==> src/rtl/ecnt_pkg.sv <==
package ecnt_pkg;

    typedef enum logic {
        SRC_SA6  = 1'b0,
        SRC_PRBS = 1'b1
    } src_e;

    typedef enum logic {
        FMT_DOUBLE = 1'b0,
        FMT_CRCMF  = 1'b1
    } fmt_e;

    localparam int SA6_W = 4;
    localparam logic [SA6_W-1:0] SA6_ERR_A = 4'b0001;
    localparam logic [SA6_W-1:0] SA6_ERR_B = 4'b0011;

    typedef struct packed {
        logic             valid;
        logic [SA6_W-1:0] code;
    } sa6_in_t;

    typedef struct packed {
        logic bit_valid;
        logic err;
    } prbs_in_t;

    typedef struct packed {
        logic locked_mf;
        logic locked_prbs;
        logic alarm;
    } gate_t;

    function automatic logic sa6_is_error(input logic [SA6_W-1:0] c);
        return (c == SA6_ERR_A) || (c == SA6_ERR_B);
    endfunction

endpackage

==> src/rtl/ecnt_event_sel.sv <==
module ecnt_event_sel
    import ecnt_pkg::*;
(
    input  logic     clk,
    input  logic     rst,
    input  src_e     src,
    input  fmt_e     fmt,
    input  gate_t    gate,
    input  sa6_in_t  sa6,
    input  prbs_in_t prbs,
    output logic     inc
);

    logic phase_q;
    logic sa6_hit;
    logic prbs_hit;
    logic prbs_alarm;

    assign prbs_alarm = gate.alarm && (src == SRC_PRBS);

    // Bit parity for the alarm-simulation rule: every second bit counts.
    always_ff @(posedge clk) begin
        if (rst) begin
            phase_q <= 1'b0;
        end else if (prbs_alarm) begin
            phase_q <= phase_q ^ prbs.bit_valid;
        end else begin
            phase_q <= 1'b0;
        end
    end

    always_comb begin
        sa6_hit = (fmt == FMT_CRCMF) && gate.locked_mf && sa6.valid &&
                  (gate.alarm || sa6_is_error(sa6.code));
        if (gate.alarm) begin
            prbs_hit = prbs.bit_valid && phase_q;
        end else begin
            prbs_hit = prbs.bit_valid && prbs.err && gate.locked_prbs;
        end
        inc = (src == SRC_SA6) ? sa6_hit : prbs_hit;
    end

endmodule

==> src/rtl/ecnt_sat_counter.sv <==
module ecnt_sat_counter #(
    parameter int CNT_W = 16
) (
    input  logic             clk,
    input  logic             rst,
    input  logic             clr,
    input  logic             inc,
    output logic [CNT_W-1:0] count
);

    localparam logic [CNT_W-1:0] CNT_MAX = {CNT_W{1'b1}};

    logic at_max;
    assign at_max = (count == CNT_MAX);

    always_ff @(posedge clk) begin
        if (rst || clr) begin
            count <= '0;
        end else if (inc && !at_max) begin
            count <= count + 1'b1;
        end
    end

endmodule

==> src/rtl/ecnt_snap_ctrl.sv <==
module ecnt_snap_ctrl #(
    parameter int CNT_W = 16
) (
    input  logic             clk,
    input  logic             rst,
    input  logic             snap_set,
    input  logic             rd_hi,
    input  logic             hold_mode,
    input  logic [CNT_W-1:0] live_cnt,
    output logic             pending,
    output logic             snap_rise,
    output logic [CNT_W-1:0] hold_buf
);

    assign snap_rise = snap_set && !pending;

    always_ff @(posedge clk) begin
        if (rst) begin
            pending <= 1'b0;
        end else if (snap_rise) begin
            pending <= 1'b1;
        end else if (rd_hi && pending) begin
            pending <= 1'b0;
        end
    end

    always_ff @(posedge clk) begin
        if (rst) begin
            hold_buf <= '0;
        end else if (snap_rise) begin
            hold_buf <= live_cnt;
        end else if (!pending && !hold_mode) begin
            hold_buf <= live_cnt;
        end
    end

endmodule

==> src/rtl/dual_err_counter.sv <==
module dual_err_counter
    import ecnt_pkg::*;
#(
    parameter int CNT_W = 16
) (
    input  logic                 clk,
    input  logic                 rst,
    input  logic                 cnt_sel,
    input  logic                 crc_mf_en,
    input  logic                 mf_locked,
    input  logic                 prbs_locked,
    input  logic                 sa6_valid,
    input  logic [3:0]           sa6_code,
    input  logic                 prbs_bit_valid,
    input  logic                 prbs_err,
    input  logic                 alarm_sim,
    input  logic                 hold_mode,
    input  logic                 snap_set,
    input  logic                 rd_hi,
    output logic                 snap_pending,
    output logic [CNT_W/2-1:0]   rd_lo_byte,
    output logic [CNT_W/2-1:0]   rd_hi_byte
);

    localparam int HALF_W = CNT_W / 2;

    src_e             src;
    fmt_e             fmt;
    gate_t            gate;
    sa6_in_t          sa6;
    prbs_in_t         prbs;
    logic             inc;
    logic             snap_rise;
    logic [CNT_W-1:0] live_cnt;
    logic [CNT_W-1:0] snap_buf;

    assign src  = src_e'(cnt_sel);
    assign fmt  = fmt_e'(crc_mf_en);
    assign gate = '{locked_mf: mf_locked, locked_prbs: prbs_locked, alarm: alarm_sim};
    assign sa6  = '{valid: sa6_valid, code: sa6_code};
    assign prbs = '{bit_valid: prbs_bit_valid, err: prbs_err};

    ecnt_event_sel u_evt (
        .clk  (clk),
        .rst  (rst),
        .src  (src),
        .fmt  (fmt),
        .gate (gate),
        .sa6  (sa6),
        .prbs (prbs),
        .inc  (inc)
    );

    ecnt_sat_counter #(.CNT_W(CNT_W)) u_cnt (
        .clk   (clk),
        .rst   (rst),
        .clr   (snap_rise),
        .inc   (inc),
        .count (live_cnt)
    );

    ecnt_snap_ctrl #(.CNT_W(CNT_W)) u_snap (
        .clk       (clk),
        .rst       (rst),
        .snap_set  (snap_set),
        .rd_hi     (rd_hi),
        .hold_mode (hold_mode),
        .live_cnt  (live_cnt),
        .pending   (snap_pending),
        .snap_rise (snap_rise),
        .hold_buf  (snap_buf)
    );

    for (genvar b = 0; b < HALF_W; b++) begin : g_lane
        assign rd_lo_byte[b] = snap_buf[b];
        assign rd_hi_byte[b] = snap_buf[HALF_W + b];
    end

endmodule

==> config.mk <==
export PLATFORM = sky130hd
export DESIGN_NAME = dual_err_counter
export DESIGN_NICKNAME = d
export VERILOG_FILES = /design/src/rtl/ecnt_pkg.sv /design/src/rtl/ecnt_event_sel.sv /design/src/rtl/ecnt_sat_counter.sv /design/src/rtl/ecnt_snap_ctrl.sv /design/src/rtl/dual_err_counter.sv
export SDC_FILE = /design/constraint.sdc
export NUM_CORES = 1
export LEC_CHECK = 0
export ABC_AREA = 1
export ABC_CLOCK_PERIOD_IN_PS = 4300
export BUFFER_PORTS_ARGS = -buffer_cell sky130_fd_sc_hd__buf_4
export CORE_UTILIZATION = 58
export DETAILED_ROUTE_END_ITERATION = 10
export HOLD_SLACK_MARGIN = 0.15
export MAX_ROUTING_LAYER = met4
export PLACE_DENSITY = 0.8
export SKIP_CTS_REPAIR_TIMING = 1
export SLEW_MARGIN = 5
export SYNTH_ARGS = -nofsm -noshare
export SYNTH_HDL_FRONTEND = slang
export SYNTH_SLANG_ARGS = --single-unit
==> constraint.sdc <==
create_clock -name clk -period 4.3 [get_ports clk]
set_clock_uncertainty 0.1 [all_clocks]
set_input_delay 0.43 -clock clk [delete_from_list [all_inputs] [get_ports clk]]
set_output_delay 0.43 -clock clk [all_outputs]
set_load 0.05 [all_outputs]
Yosys cells after proc, flatten, opt, wreduce, memory -nomap -nowiden

Cells that the tools add are included.

Flip-flop bits (word level): 34
Input bits: 17
Logic and storage cells: 36

Add/sub/neg operators: 1
Eq/ne operators: 3
Mux-type cells: 6
Bitwise operators: 2
Reductions and logical operators: 20

Operators with widths:

| operator              | number |
|---|---|
| $mux 16               | 2 |
| $add 16x1->16 const B | 1 |
| $eq 16x16->1 const B  | 1 |
| $logic_and 1x1->1     | 11 |
| $eq 4x1->1 const B    | 1 |
| $eq 4x2->1 const B    | 1 |
| $mux 1                | 4 |
| $reduce_bool 2->1     | 2 |
| $logic_not 1->1       | 3 |
| $logic_or 1x1->1      | 3 |
| $reduce_or 2->1       | 1 |
| $not 1->1             | 1 |
| $xor 1x1->1           | 1 |

Depth between registers and ports, before layout

Gate-level depths: netlist of run 1.

Depth after elaboration: 6
Mapped depth: 11

Modules after synthesis

From an unflattened synthesis of run 1, not the netlist that was laid out.

Cells, all modules: 275
Area, all modules: 1856.8 µm²

Modules (own cells, without submodules):

| module           | times used | cells each | area an instance (µm²) |
|---|---|---|---|
| ecnt_sat_counter | 1          | 144        | 958.4 |
| ecnt_snap_ctrl   | 1          | 112        | 789.5 |
| ecnt_event_sel   | 1          | 19         | 108.9 |

Worst setup path after synthesis of run 1

Ideal clock, no wire load.

Kind: register -> register
From: register u_cnt.count[1]
To: register u_cnt.count[9]
Arrival time: 1.348 ns
Data required time: 4.090 ns
Slack: 2.742 ns
Cell stages (with the launch flop): 12
Path buffers: 1
Period minus slack after synthesis: 1.558 ns
Path through: dfxtp_1 ha_1 inv_2 nor2_4 nand2_4 clkinv_2 nand2_4 buf_4 nand3_1 nand2_1 inv_1 nor2_1

Word-level cells in the longest chain between the ends: 3

Ends and longest elaborated chain:

| item                                                                  | line                   | RTL |
|---|---|---|
| start: declaration                                                    | ecnt_sat_counter.sv:8  | `output logic [CNT_W-1:0] count` |
| start signal: assignment                                              | ecnt_sat_counter.sv:20 | `count <= count + 1'b1;` |
| parallel branches: the longest is 3 deep, another holds $add 16x1->16 | n/a                    |  |

Parallel ways; which one is timed is not known.
A chain may end at the register's enable or synchronous reset.

Worst setup path in the final report of run 1

From: input port rst
To: register u_cnt.count[1]

Word-level cells in the longest chain between the ends: 1

Ends and longest elaborated chain:

| item               | line                   | RTL |
|---|---|---|
| start: declaration | dual_err_counter.sv:7  | `input logic rst,` |
| $logic_or 1x1->1   | ecnt_sat_counter.sv:17 | `if (rst \|\| clr) begin` |

Every way passes these cells.

==> results of run 1 <==
[area by class of cell]
cell class	count	area (um^2)
clock buffers	5	37.5
clock inverters	2	10.0
fillers	254	779
inverters	26	98.8
multi-input cells	185	886
flip-flops and latches	34	681
well taps	31	38.8
repair buffers	33	250
[sequential cells by signal, summed over array words and instances (netlist names)]
signal and cells:
u_snap.pending 1, u_snap.hold_buf 16, u_evt.phase_q 1, u_cnt.count 16
[routing by layer]
layer	share of wire, %	track usage [%]
met4	3.0	16.0
met2	46	41.2
met5	0	-
met1	46	31.9
met3	4.9	6.68
[stage by stage]
stage,hold WS (ns),util [%]
after floorplan,0.366,-
after global placement,0.386,69.9
after detailed placement,0.390,69.9
after CTS,0.129,71.6
after global routing,0.228,72.0
final,0.236,72.0
[path summary, 6_finish.rpt]
| check | slack, ns | to | start |
|---|---|---|---|
| worst max-delay path | 2.19 | u_cnt.count[1] | rst |
| worst min-delay path | 0.24 | u_snap.pending | rd_hi |
| worst max register to register | 2.44 | u_cnt.count[13] | u_cnt.count[1] |
| worst min register to register | 0.41 | u_cnt.count[0] | u_cnt.count[0] |
[synth_stat cells (2+ instances only)]
| master | number |
|---|---|
| inv_1 | 24 |
| o21ai_0 | 20 |
| clkbuf_1 | 4 |
| nand4_1 | 3 |
| nor2_4 | 2 |
| ha_1 | 2 |
| nand2_4 | 3 |
| nand2_2 | 2 |
| dfxtp_1 | 34 |
| buf_4 | 2 |
| a21oi_1 | 28 |
| nand2_1 | 67 |
| a21oi_2 | 2 |
| nor2_1 | 30 |
| nand3_1 | 18 |
| xor2_1 | 3 |
| nor2_2 | 2 |
[cell families (layout without fill, tap and decap cells)]
group | after synthesis | in the layout
compound gates | 50 | 50
simple gates | 130 | 130
xor+xnor | 3 | 3
flops | 34 | 34
fa+ha+maj | 2 | 2
buf+inv | 35 | 66
[placed cells by master (no fill, tap or decap), drive strengths merged]
cell type    count
dfxtp           34
nand3           18
xor2             3
or2              1
nand3b           1
a21oi           30
nand2           72
clkbuf           5
buf             32
inv             25
dlygate4sd3      1
nor2            34
nor3             1
clkinv           3
o21ai           20
nand4            3
ha               2
[power by group]
group          internal, mW  leakage [nW]  switching, mW
clock                0.0587        0.0308          0.104
sequential            0.327         0.277        0.00610
combinational        0.0332         0.519         0.0716
total                 0.419         0.827          0.182
[worst max-delay path, delay by kind of cell]
| kind | cells | cell delay [ns] |
|---|---|---|
| buffers and inverters | 4 | 1.22 |
| and+or+nand+nor | 2 | 0.51 |
| AOI/OAI and AO/OA | 1 | 0.10 |
==> out/results.tsv, run 1 <==
metric	value	unit
initial antenna violation count	0	
final hold violations	0	
Initial Utilization	61.5	%
Pre-antenna DRT Iters	5	
Max Cap Viol	0	
Simple-Gate Fraction of Synth Area	33.5	%
number of synthesized flops with an enable pin	0	
slew margin rel.	32.8	%
CP Capture Type	flip-flop	
Clock Path Buffers	2	
die area	3170	um^2
die extent in x	56.3	um
placer's final routability congestion estimate	0.896	
ranking of synthesized cells by area	dfxtp_1, nand2_1, a21oi_1	
CTS buffer count	5	
dpl cells	308	
worst path required time	4.48	ns
RSZ-0062 raised after global routing	false	
grt ovf	0	
post-synthesis xor/xnor area fraction	1.54	%
FP Rows	19	
P per Cell Area	300	nW/um^2
Least-Margin Pin Slew	1.01	ns
Seq/Total Area, Yosys	39.8	%
overall routing resource usage	26.9	%
Clock Latency Late Sink	0.33	ns
layout cells sized above 1	18.9	%
DR DRC count	0	
setup violators final	0	
Slew Limit Fails	0	
Syn Nets	273	
CTS Sinks	34	
Design Area, Final	2000	um^2
TritonCTS clock tree	done	
drt via density	5.42	
# diodes	0	
post-synthesis adder-cell area fraction	1.46	%
multiplexer share of the synthesized area	0	%
yosys warns	0	
WHS Path Cells	3	
Total Power	0.600	mW
Post-DP HPWL	2840	um
CP startpoint kind	input pin	
layout overhead on the synthesized area	17.0	%
wire length per cell	12.6	um
Synth Area in Compound Gates	15.1	%
fin nets	304	
Post-Place Worst Slack	2.30	ns
Post-Layout Cell Count	316	
post-placement cell area	1940	um^2
CTS root buf	clkbuf_4	
remaining antenna violation count	0	
largest family of logic cells by synthesized area	simple AND/OR/NAND/NOR gates	
Crit Path Max Fanout	18	
Worst path max stage delay	0.53	ns
largest area contributor in the synthesized netlist	dfxtp_1	
DRT iter0 DRCs	74	
maximum vdd drop	397	uV
CORE AREA	2780	um^2
vias in the first global route	1418	
R2R depth	9	
clock-pin slew on the worst setup and hold paths	0.10	ns
asr flop ratio synth	0	%
Hold Crit Class	input pin to flip-flop	
largest net degree at the start of global routing	31	
Crit path arrival time	2.29	ns
cell mode on critical path	inv_1	
Mapped Cells	254	
I/O Pins	34	
leakage	0.827	nW
post-synth cell types	25	
CP Cell Sequence	dlygate4sd3_1 > buf_4 > inv_1 > nand2_1 > inv_1 > o21ai_0 > nor2_1	
Die Ht	56.3	um
Seq cells post-synth	34	
Crit Path Category	input pin to flip-flop	
first-pass GRT wire length	6280	um
Max Fclk	473	MHz
Min Clock Period, post-route	2.11	ns
Synth Area per Inst	6.74	um^2
final wirelength	3970	um
post-route setup TNS	0	ns
Critical-path top delay cell	dlygate4sd3_1	
synthesized cell area	1710	um^2
total number of vias	1712	
Port Buffers	32	
Tcrit/Tclk final	49.1	%
status	completed	
setup ws final	2.19	ns
Max H-tree Level	2	
post-synth top area share	39.8	%
most common flop cell mapped by yosys	dfxtp_1	
No activity file was read; power rests on OpenSTA's default activity.
==> run 2, diff against run 1 <==
--- a/config.mk
+++ b/config.mk
@@ -6,13 +6,13 @@
 export NUM_CORES = 1
 export LEC_CHECK = 0
 export ABC_AREA = 1
-export ABC_CLOCK_PERIOD_IN_PS = 4300
+export ABC_CLOCK_PERIOD_IN_PS = 2000
 export BUFFER_PORTS_ARGS = -buffer_cell sky130_fd_sc_hd__buf_4
-export CORE_UTILIZATION = 58
+export CORE_UTILIZATION = 54
 export DETAILED_ROUTE_END_ITERATION = 10
 export HOLD_SLACK_MARGIN = 0.15
 export MAX_ROUTING_LAYER = met4
-export PLACE_DENSITY = 0.8
+export PLACE_DENSITY = 0.75
 export SKIP_CTS_REPAIR_TIMING = 1
 export SLEW_MARGIN = 5
 export SYNTH_ARGS = -nofsm -noshare
==> constraint.sdc (replaced) <==
create_clock -name clk -period 2 [get_ports clk]
set_clock_uncertainty 0.1 [all_clocks]
set_input_delay 0.2 -clock clk [delete_from_list [all_inputs] [get_ports clk]]
set_output_delay 0.2 -clock clk [all_outputs]
set_load 0.05 [all_outputs]
==> run 2 against run 1 <==
Compared with the run above: sequential share of layout area down 2.5 points; worst hold slack improved by 0.063 ns; clock power grew to 4.0 times the previous value; first-iteration DRC count decreased by 34%; cell area is 7.9% higher; critical path depth is 1 lower; register-to-register slack got worse by 2.2 ns; global-route usage fell by 2.2 points; wire length is 3.6% lower; clock-buffer cell count is 1 higher; sequential power up 110%.
==> out/results.tsv, run 2 (synthesis gave the netlist of run 1 again) <==
metric	value	unit
clock power share	40.7	%
post-route setup TNS	0	ns
CORE AREA	3030	um^2
CP startpoint kind	input pin	
CTS Sinks	34	
CP Cell Sequence	dlygate4sd3_1 > buf_4 > nand2_1 > dlygate4sd3_1 > nor2_1 > dlygate4sd3_1	
overall routing resource usage	24.7	%
die area	3400	um^2
worst path required time	2.14	ns
layout overhead on the synthesized area	26.2	%
grt ovf	0	
fin nets	313	
die extent in x	58.3	um
Max Fclk	513	MHz
cell mode on critical path	dlygate4sd3_1	
DRT iter0 DRCs	49	
CTS buffer count	5	
Total Power	1.61	mW
Hold Slack	0.299	ns
top layer in use	met4	
largest net degree at the start of global routing	31	
Worst path max stage delay	0.55	ns
met2 routed WL	1850	um
first-pass GRT wire length	6150	um
remaining antenna violation count	0	
Filler cells	269	
Pre-antenna DRT Iters	4	
status	completed	
most frequent cells in the layout	nand2_1, buf_4, dfxtp_1	
total number of vias	1673	
Initial Utilization	56.5	%
Critical-path top delay cell	dlygate4sd3_1	
layout cells sized above 1	20.3	%
Crit Path Category	input pin to flip-flop	
initial antenna violation count	0	
maximum vdd drop	517	uV
P per Cell Area	745	nW/um^2
Clock Latency Late Sink	0.34	ns
combinational share of power	14.9	%
Port Buffers	32	
Hold Crit Class	input pin to flip-flop	
Crit Path Max Fanout	2	
Clock Path Buffers	2	
# diodes	0	
drt via density	4.94	
slew margin rel.	62.7	%
clock-pin slew on the worst setup and hold paths	0.11	ns
CP Capture Type	flip-flop	
I/O Pins	34	
NetSw	0.401	mW
metal1 wirelength	1790	um
vias in the first global route	1369	
DR DRC count	0	
Crit path max-delay family	buffers and inverters	
leakage	0.898	nW
met3 wire len	149	um
CTS root buf	clkbuf_4	
placer's final routability congestion estimate	0.898	
final wirelength	3830	um
Internal Pwr Total	1.21	mW
Sequential Power Share	44.5	%
final hold violations	0	
top flop regs	u_cnt.count x16, u_snap.hold_buf x16	
Max Cap Viol	0	
Crit path arrival time	2.09	ns
Slew Limit Fails	0	
Least-Margin Pin Slew	0.559	ns
FP Rows	20	
Max H-tree Level	2	
wire length per cell	11.3	um
Buf+Inv Stages, Crit Path	4	
Switching Share	24.9	%
Post-DP HPWL	2750	um
TritonCTS clock tree	done	
most common cell after layout, fill and taps aside	nand2_1	
Min Clock Period, post-route	1.95	ns
Die Ht	58.3	um
setup violators final	0	
Tcrit/Tclk final	97.5	%
## run 2: worst paths after layout
check                           cells after the start            start                 end  slack [ns]
worst max-delay path                                6        alarm_sim       u_evt.phase_q        0.05
worst min-delay path                                4        hold_mode  u_snap.hold_buf[9]        0.30
worst max register to register                      8   u_cnt.count[1]     u_cnt.count[13]        0.27
worst min register to register                      2  u_cnt.count[15]     u_cnt.count[15]        0.42
## run 2: metal layers
metal / vias up / global-route usage [%]
met3: 6 / 5.93
met1: 738 / 31.4
met5: - / -
li1: 894 / -
met2: 35 / 39.6
met4: 0 / 6.12
## run 2: final cells by class
cell class	count	area, um^2	area share [%]
inverter	26	98.8	4.58
multi-input combinational	185	886	41.0
tap	44	55.1	2.55
clock inverter	2	60.1	2.78
clock buffer	6	51.3	2.38
timing repair buffer	42	328	15.2
sequential	34	681	31.5
## run 2: power groups by stage
stage	clock network [mW]	registers, mW	logic, mW
after floorplan	0	0.812	0.0678
after global placement	0	0.730	0.229
after detailed placement	0	0.730	0.231
after CTS	0.669	0.715	0.232
after global routing	0.697	0.719	0.256
final	0.654	0.715	0.239
## run 2: stage by stage
stage	setup slack [ns]	instances	cell area [um^2]	util [%]
6_report	0.0491	339	2160	71.3
5_1_grt	-0.00427	339	2160	71.3
4_1_cts	0.287	334	2110	69.7
3_5_place_dp	0.316	326	2000	66.0
3_3_place_gp	0.339	326	2000	66.0
2_1_floorplan	0.442	254	1710	-
## run 2: worst min-delay path, stage by stage
cell	delay, ns
buf_4	0.09
a21oi_2	0.05
buf_4	0.21
a21oi_1	0.15
